==> config.mk <==
export PLATFORM = sky130hd
export DESIGN_NAME = wdt_core
export DESIGN_NICKNAME = d
export VERILOG_FILES = /design/src/rtl/wdt_pkg.sv /design/src/rtl/wdt_modereg.sv /design/src/rtl/wdt_counter.sv /design/src/rtl/wdt_core.sv
export SDC_FILE = /design/constraint.sdc
export NUM_CORES = 1
export LEC_CHECK = 0
export BUFFER_PORTS_ARGS = -buffer_cell sky130_fd_sc_hd__buf_2
export CAP_MARGIN = 10
export CORE_UTILIZATION = 28
export DETAILED_ROUTE_END_ITERATION = 6
export GPL_ROUTABILITY_DRIVEN = 0
export HOLD_SLACK_MARGIN = 0.08
export PLACE_DENSITY = 0.56
export SLEW_MARGIN = 10
export SYNTH_ARGS = -nofsm -noshare
export SYNTH_HDL_FRONTEND = slang
export SYNTH_SLANG_ARGS = --single-unit
==> constraint.sdc <==
create_clock -name clk -period 9.65 [get_ports clk]
set_input_delay 0.965 -clock clk [delete_from_list [all_inputs] [get_ports clk]]
set_output_delay 0.965 -clock clk [all_outputs]
set_load 0.01 [all_outputs]
==> src/rtl/wdt_pkg.sv <==
package wdt_pkg;

  typedef enum logic [1:0] {
    SRC_RING = 2'd0,
    SRC_XTAL = 2'd1,
    SRC_STOP = 2'd2
  } wdt_src_e;

  localparam logic [4:0] MODE_RESET = 5'b00111;
  localparam logic [7:0] SERVICE_KEY = 8'hAC;
  localparam logic [2:0] READ_TOP_BITS = 3'b011;

  // Source decode: bit 4 stops, bit 3 picks the crystal; the lock forces ring.
  function automatic wdt_src_e decode_src(input logic [1:0] sel_bits, input logic force_ring);
    if (force_ring)       return SRC_RING;
    else if (sel_bits[1]) return SRC_STOP;
    else if (sel_bits[0]) return SRC_XTAL;
    else                  return SRC_RING;
  endfunction

  // Last count value before a timeout of 2^expo ticks.
  function automatic logic [31:0] terminal_count(input logic [5:0] expo);
    return (32'd1 << expo) - 32'd1;
  endfunction

endpackage

==> src/rtl/wdt_modereg.sv <==
module wdt_modereg
  import wdt_pkg::*;
(
  input  logic       clk,
  input  logic       rst_n,
  input  logic       wr_mode,
  input  logic [4:0] wdata,
  input  logic       force_ring,
  output logic [4:0] mode_q,
  output logic       accept,
  output logic       violate
);

  logic locked_q;

  assign accept  = wr_mode & ~locked_q;
  assign violate = wr_mode & locked_q;

  always_ff @(posedge clk or negedge rst_n) begin
    if (!rst_n) begin
      mode_q   <= MODE_RESET;
      locked_q <= 1'b0;
    end else if (accept) begin
      mode_q   <= {(force_ring ? 2'b00 : wdata[4:3]), wdata[2:0]};
      locked_q <= 1'b1;
    end
  end

  assert_write_once_R2: assert property (@(posedge clk) disable iff (!rst_n)
    locked_q |=> $stable(mode_q));

  assert_force_ring_R8: assert property (@(posedge clk) disable iff (!rst_n)
    (accept && force_ring) |=> (mode_q[4:3] == 2'b00));

endmodule

==> src/rtl/wdt_counter.sv <==
module wdt_counter #(
  parameter int CNT_W = 20
) (
  input  logic       clk,
  input  logic       rst_n,
  input  logic       tick,
  input  logic       clr,
  input  logic [5:0] expo,
  output logic       ovf
);

  logic [CNT_W-1:0] cnt_q;
  logic [31:0]      term;
  logic [31:0]      cnt_ext;

  assign term    = wdt_pkg::terminal_count(expo);
  assign cnt_ext = 32'(cnt_q);
  assign ovf     = tick & ~clr & (cnt_ext == term);

  always_ff @(posedge clk or negedge rst_n) begin
    if (!rst_n)     cnt_q <= '0;
    else if (clr)   cnt_q <= '0;
    else if (ovf)   cnt_q <= '0;
    else if (tick)  cnt_q <= cnt_q + 1'b1;
  end

  assert_wrap_R7: assert property (@(posedge clk) disable iff (!rst_n)
    ovf |=> (cnt_q == '0));

  assert_restart_R9: assert property (@(posedge clk) disable iff (!rst_n)
    clr |=> (cnt_q == '0));

  assert_hold_R4: assert property (@(posedge clk) disable iff (!rst_n)
    (!tick && !clr) |=> $stable(cnt_q));

endmodule

==> src/rtl/wdt_core.sv <==
module wdt_core
  import wdt_pkg::*;
#(
  parameter int          RING_BASE = 11,
  parameter int          XTAL_BASE = 13,
  parameter logic [15:0] MODE_ADDR = 16'hFF98,
  parameter logic [15:0] KEY_ADDR  = 16'hFF99
) (
  input  logic        clk,
  input  logic        rst_n,
  input  logic        ring_lock,
  input  logic        tick_ring,
  input  logic        tick_xtal,
  input  logic [15:0] bus_addr,
  input  logic        bus_we,
  input  logic [7:0]  bus_wdata,
  output logic [7:0]  bus_rdata,
  output logic        wdt_rst_req
);

  localparam int MAX_BASE = (XTAL_BASE > RING_BASE) ? XTAL_BASE : RING_BASE;
  localparam int CNT_W    = MAX_BASE + 7;

  logic [4:0] mode_q;
  logic       wr_mode, wr_key;
  logic       mode_accept, mode_violate;
  logic       key_good, key_bad;
  wdt_src_e   src;
  logic       tick_sel;
  logic [5:0] expo;
  logic       ovf;
  logic       req_d;

  assign wr_mode  = bus_we & (bus_addr == MODE_ADDR);
  assign wr_key   = bus_we & (bus_addr == KEY_ADDR);
  assign key_good = wr_key & (bus_wdata == SERVICE_KEY);
  assign key_bad  = wr_key & (bus_wdata != SERVICE_KEY);

  wdt_modereg u_mode (
    .clk        (clk),
    .rst_n      (rst_n),
    .wr_mode    (wr_mode),
    .wdata      (bus_wdata[4:0]),
    .force_ring (ring_lock),
    .mode_q     (mode_q),
    .accept     (mode_accept),
    .violate    (mode_violate)
  );

  assign src      = decode_src(mode_q[4:3], ring_lock);
  assign tick_sel = ((src == SRC_RING) & tick_ring) | ((src == SRC_XTAL) & tick_xtal);
  assign expo     = ((src == SRC_XTAL) ? 6'(XTAL_BASE) : 6'(RING_BASE)) + {3'b000, mode_q[2:0]};

  wdt_counter #(.CNT_W(CNT_W)) u_cnt (
    .clk   (clk),
    .rst_n (rst_n),
    .tick  (tick_sel),
    .clr   (mode_accept | key_good),
    .expo  (expo),
    .ovf   (ovf)
  );

  assign req_d = ovf | mode_violate | key_bad;

  always_ff @(posedge clk or negedge rst_n) begin
    if (!rst_n) wdt_rst_req <= 1'b0;
    else        wdt_rst_req <= req_d;
  end

  assign bus_rdata = (bus_addr == MODE_ADDR) ? {READ_TOP_BITS, mode_q} : 8'h00;

  assert_timeout_req_R7: assert property (@(posedge clk) disable iff (!rst_n)
    ovf |=> wdt_rst_req);

  assert_second_write_R3: assert property (@(posedge clk) disable iff (!rst_n)
    mode_violate |=> wdt_rst_req);

  assert_bad_key_R10: assert property (@(posedge clk) disable iff (!rst_n)
    key_bad |=> wdt_rst_req);

  assert_no_stop_count_R4: assert property (@(posedge clk) disable iff (!rst_n)
    (src == SRC_STOP) |-> !ovf);

  assert_quiet_R11: assert property (@(posedge clk) disable iff (!rst_n)
    (!bus_we && !ovf) |=> !wdt_rst_req);

endmodule

==> flow_summary.toml <==
[global_routing]
grt_max_degree = 37
grtUsageTotal_pct = 17.96
grt_overflow = 0
grt_pass1_wl_mm = 17.00
antenna_found_initial = 0
first_global_vias = 3279

[cells_and_area]
drive_above_1_share_pct = 13.20
n_fill_cell = 1209
antenna_cells = 0
final_nets = 496
syn_to_final_growth_pct = 9.705

[synth]
synth_top_cell_by_area = "dfrtp_1"
ys_seq_area_share_pct = 20.83
yosys-top-cells-area = "dfrtp_1, nand2_1, xnor2_1"
ys_seq_elements = 27
synth-main-ff-cell = "dfrtp_1"
avgSynthCellArea_sq_um = 7.169
async_reset_ff_share_pct = 100.0
syn_nets = 488
synthTopCellsByCount = "nand2_1, a21oi_1, nor2_1, clkbuf_1, dfrtp_1"
synthCells = 455
netlist_area_sq_mm = 0.003262
yosysWarningCount = 0
synth_top_area_share_pct = 18.41
yosysMostFrequentCell = "nand2_1"
synth_edf_count = 0
synthDistinctLibCells = 70

[clocking]
postCtsSetupBuffers = 0
htree_levels = 1
root_buffer = "clkbuf_16"
ctsHoldBuffers = 0
cts_tree = "yes"
cts_buffer_depth = 2
path_clk_slew_ps = 80
clk_latency_ps = 270
cts.sinks = 27
cts_buffers = 3
postCtsResizedCells = 0

[power]
p_int_mw = 0.2123
pwr_density_cell_mw_per_mm2 = 87.14
ir_worst_vdd_uv = 64.60
pwr-share-comb_pct = 20.8
seqPwrFrac_pct = 46.6
p_clk_share_pct = 32.6
leakagePower_nw = 1.460
swShare_pct = 31.91
switchingPower_mw = 0.09949

[floorplan]
die_x_um = 109.9
start_util_pct = 28.69
dieHeight_um = 109.9
rows = 39
core-area_sq_mm = 0.01137
die_area_sq_mm = 0.01209
io_pins = 39

[sta]
tns_ps = 0
fmax_mhz = 160.4
setup_viol_count_final = 0
max_slew_margin_pct = 34.44
rsz0062_at_grt = "false"
drv_slew = 0
fin_crit_sh_pct = 64.59
period_needed_ps = 6233
hold_viol = 0
fin_skew_ps = 7.716
worst_slew_pin_slew_ps = 970.1
whs_ps = 498.6

[job]
drv_cap = 0

[worst_setup_path]
arrival_ps = 6360
critPathCaptureType = "flip-flop"
start_kind = "primary input"
crit_required_ps = 9780
cp_max_fo = 20
worstSetupPathType = "primary input to flip-flop"

[routing]
vias = 3563
first_pass_iters = 6
wl_per_cell_um = 17.00
ant_nets = 0
drt_iter0_markers = 443
routed_wl_mm = 10.29
via_per_inst = 5.889
route.detailed.drc = 0

[status]
status = "finished clean"

[place]
port_buffers = 37
dp.final_hpwl_mm = 7.435

[min_path]
hold_path_class = "flip-flop to flip-flop"
## worst max-delay path, stage by stage
cell and delay [ps]:
buf_2 140, nor3b_2 150, buf_4 280, nor2_1 100, or2_2 300, ha_1 430, a21oi_1 790, nand2_1 250
or3_1 420, ha_1 330, nor3_1 250, nand4_1 200, o311a_1 220, a2111o_1 280, nor4_1 280, and4_1 770
o211ai_1 180
## power groups by stage
stage          combinational, mW  clock, mW  sequential [mW]
5_1_grt                   0.0750      0.108            0.148
3_5_place_dp              0.0647          0            0.147
6_report                  0.0649      0.102            0.145
3_3_place_gp              0.0639          0            0.146
4_1_cts                   0.0651      0.106            0.145
2_1_floorplan             0.0575          0            0.132
## sequential cells by signal, summed over array words and instances, names as in the netlist
signal and flops:
u_mode.mode_q 5, u_cnt.cnt_q 20, wdt_rst_req 1, u_mode.locked_q 1
## per-layer routing
| metal | vias to the layer above | GRT usage (%) | wire length [um] |
|---|---|---|---|
| met5 | - | 0 | 0 |
| met4 | 0 | 8.000 | 369 |
| li1 | 1690 | - | - |
| met2 | 160 | 29.78 | 4851 |
| met1 | 1684 | 22.99 | 4448 |
| met3 | 29 | 2.549 | 617 |
## layout by cell type (no fill, tap or decap), types with 6 or more instances in the layout
cell,instances
xor2_1,12
and2_1,9
inv_1,11
nor4_1,11
nor2_1,34
a21oi_1,35
nor3_1,10
nand3_1,17
buf_2,37
or3_1,6
nand2_1,61
nand4_1,18
nand2b_1,8
dfrtp_1,24
o21ai_0,19
and3_1,8
xnor2_1,21
## per-stage QoR
| stage | power, mW | setup slack (ps) | instances | utilization [%] | area, sq um |
|---|---|---|---|---|---|
| after global placement | 0.2104 | 3358 | 601 | 30.75 | 3496 |
| after CTS | 0.3160 | 3505 | 605 | 31.47 | 3578 |
| after detailed placement | 0.2119 | 3233 | 601 | 30.75 | 3496 |
| final | 0.3118 | 3417 | 605 | 31.47 | 3578 |
| after floorplan | 0.1894 | 4391 | 455 | - | 3262 |
| after global routing | 0.3304 | 2963 | 605 | 31.47 | 3578 |
## final timing paths
| path | from | to | slack (ps) | cells past startpoint |
|---|---|---|---|---|
| worst max-delay path | ring_lock | u_cnt.cnt_q[1] | 3420 | 17 |
| worst min-delay path | u_mode.locked_q | u_mode.locked_q | 500 | 1 |
| worst max register to register | u_mode.mode_q[2] | u_cnt.cnt_q[1] | 3720 | 14 |
| worst min register to register | u_mode.locked_q | u_mode.locked_q | 500 | 1 |
| max in group asynchronous | rst_n | u_cnt.cnt_q[12] | 8510 | 1 |
| min in group asynchronous | rst_n | u_cnt.cnt_q[9] | 720 | 1 |
## final cells by class
type                       instances  area [sq um]  share of cell area [%]
clock buffer                       3         75.07                   2.098
clock inverter                     1         7.507                  0.2098
multi-input combinational        378          2374                   66.33
timing repair buffer              42         222.7                   6.224
tap                              143         178.9                   5.000
inverter                          11         41.29                   1.154
sequential                        27         679.4                   18.99
## kinds of logic (layout without fill, tap and decap cells)
group	after synthesis	in the layout	synth area share [%]
xor+xnor	34	34	9.705
flops	27	27	20.83
simple gates	219	219	36.21
fa+ha+maj	4	4	1.458
other cells	1	1	0.1150
buf+inv	50	57	6.406
mux	4	4	1.266
compound gates	116	116	24.01
No activity file was read; power rests on OpenSTA's default activity.
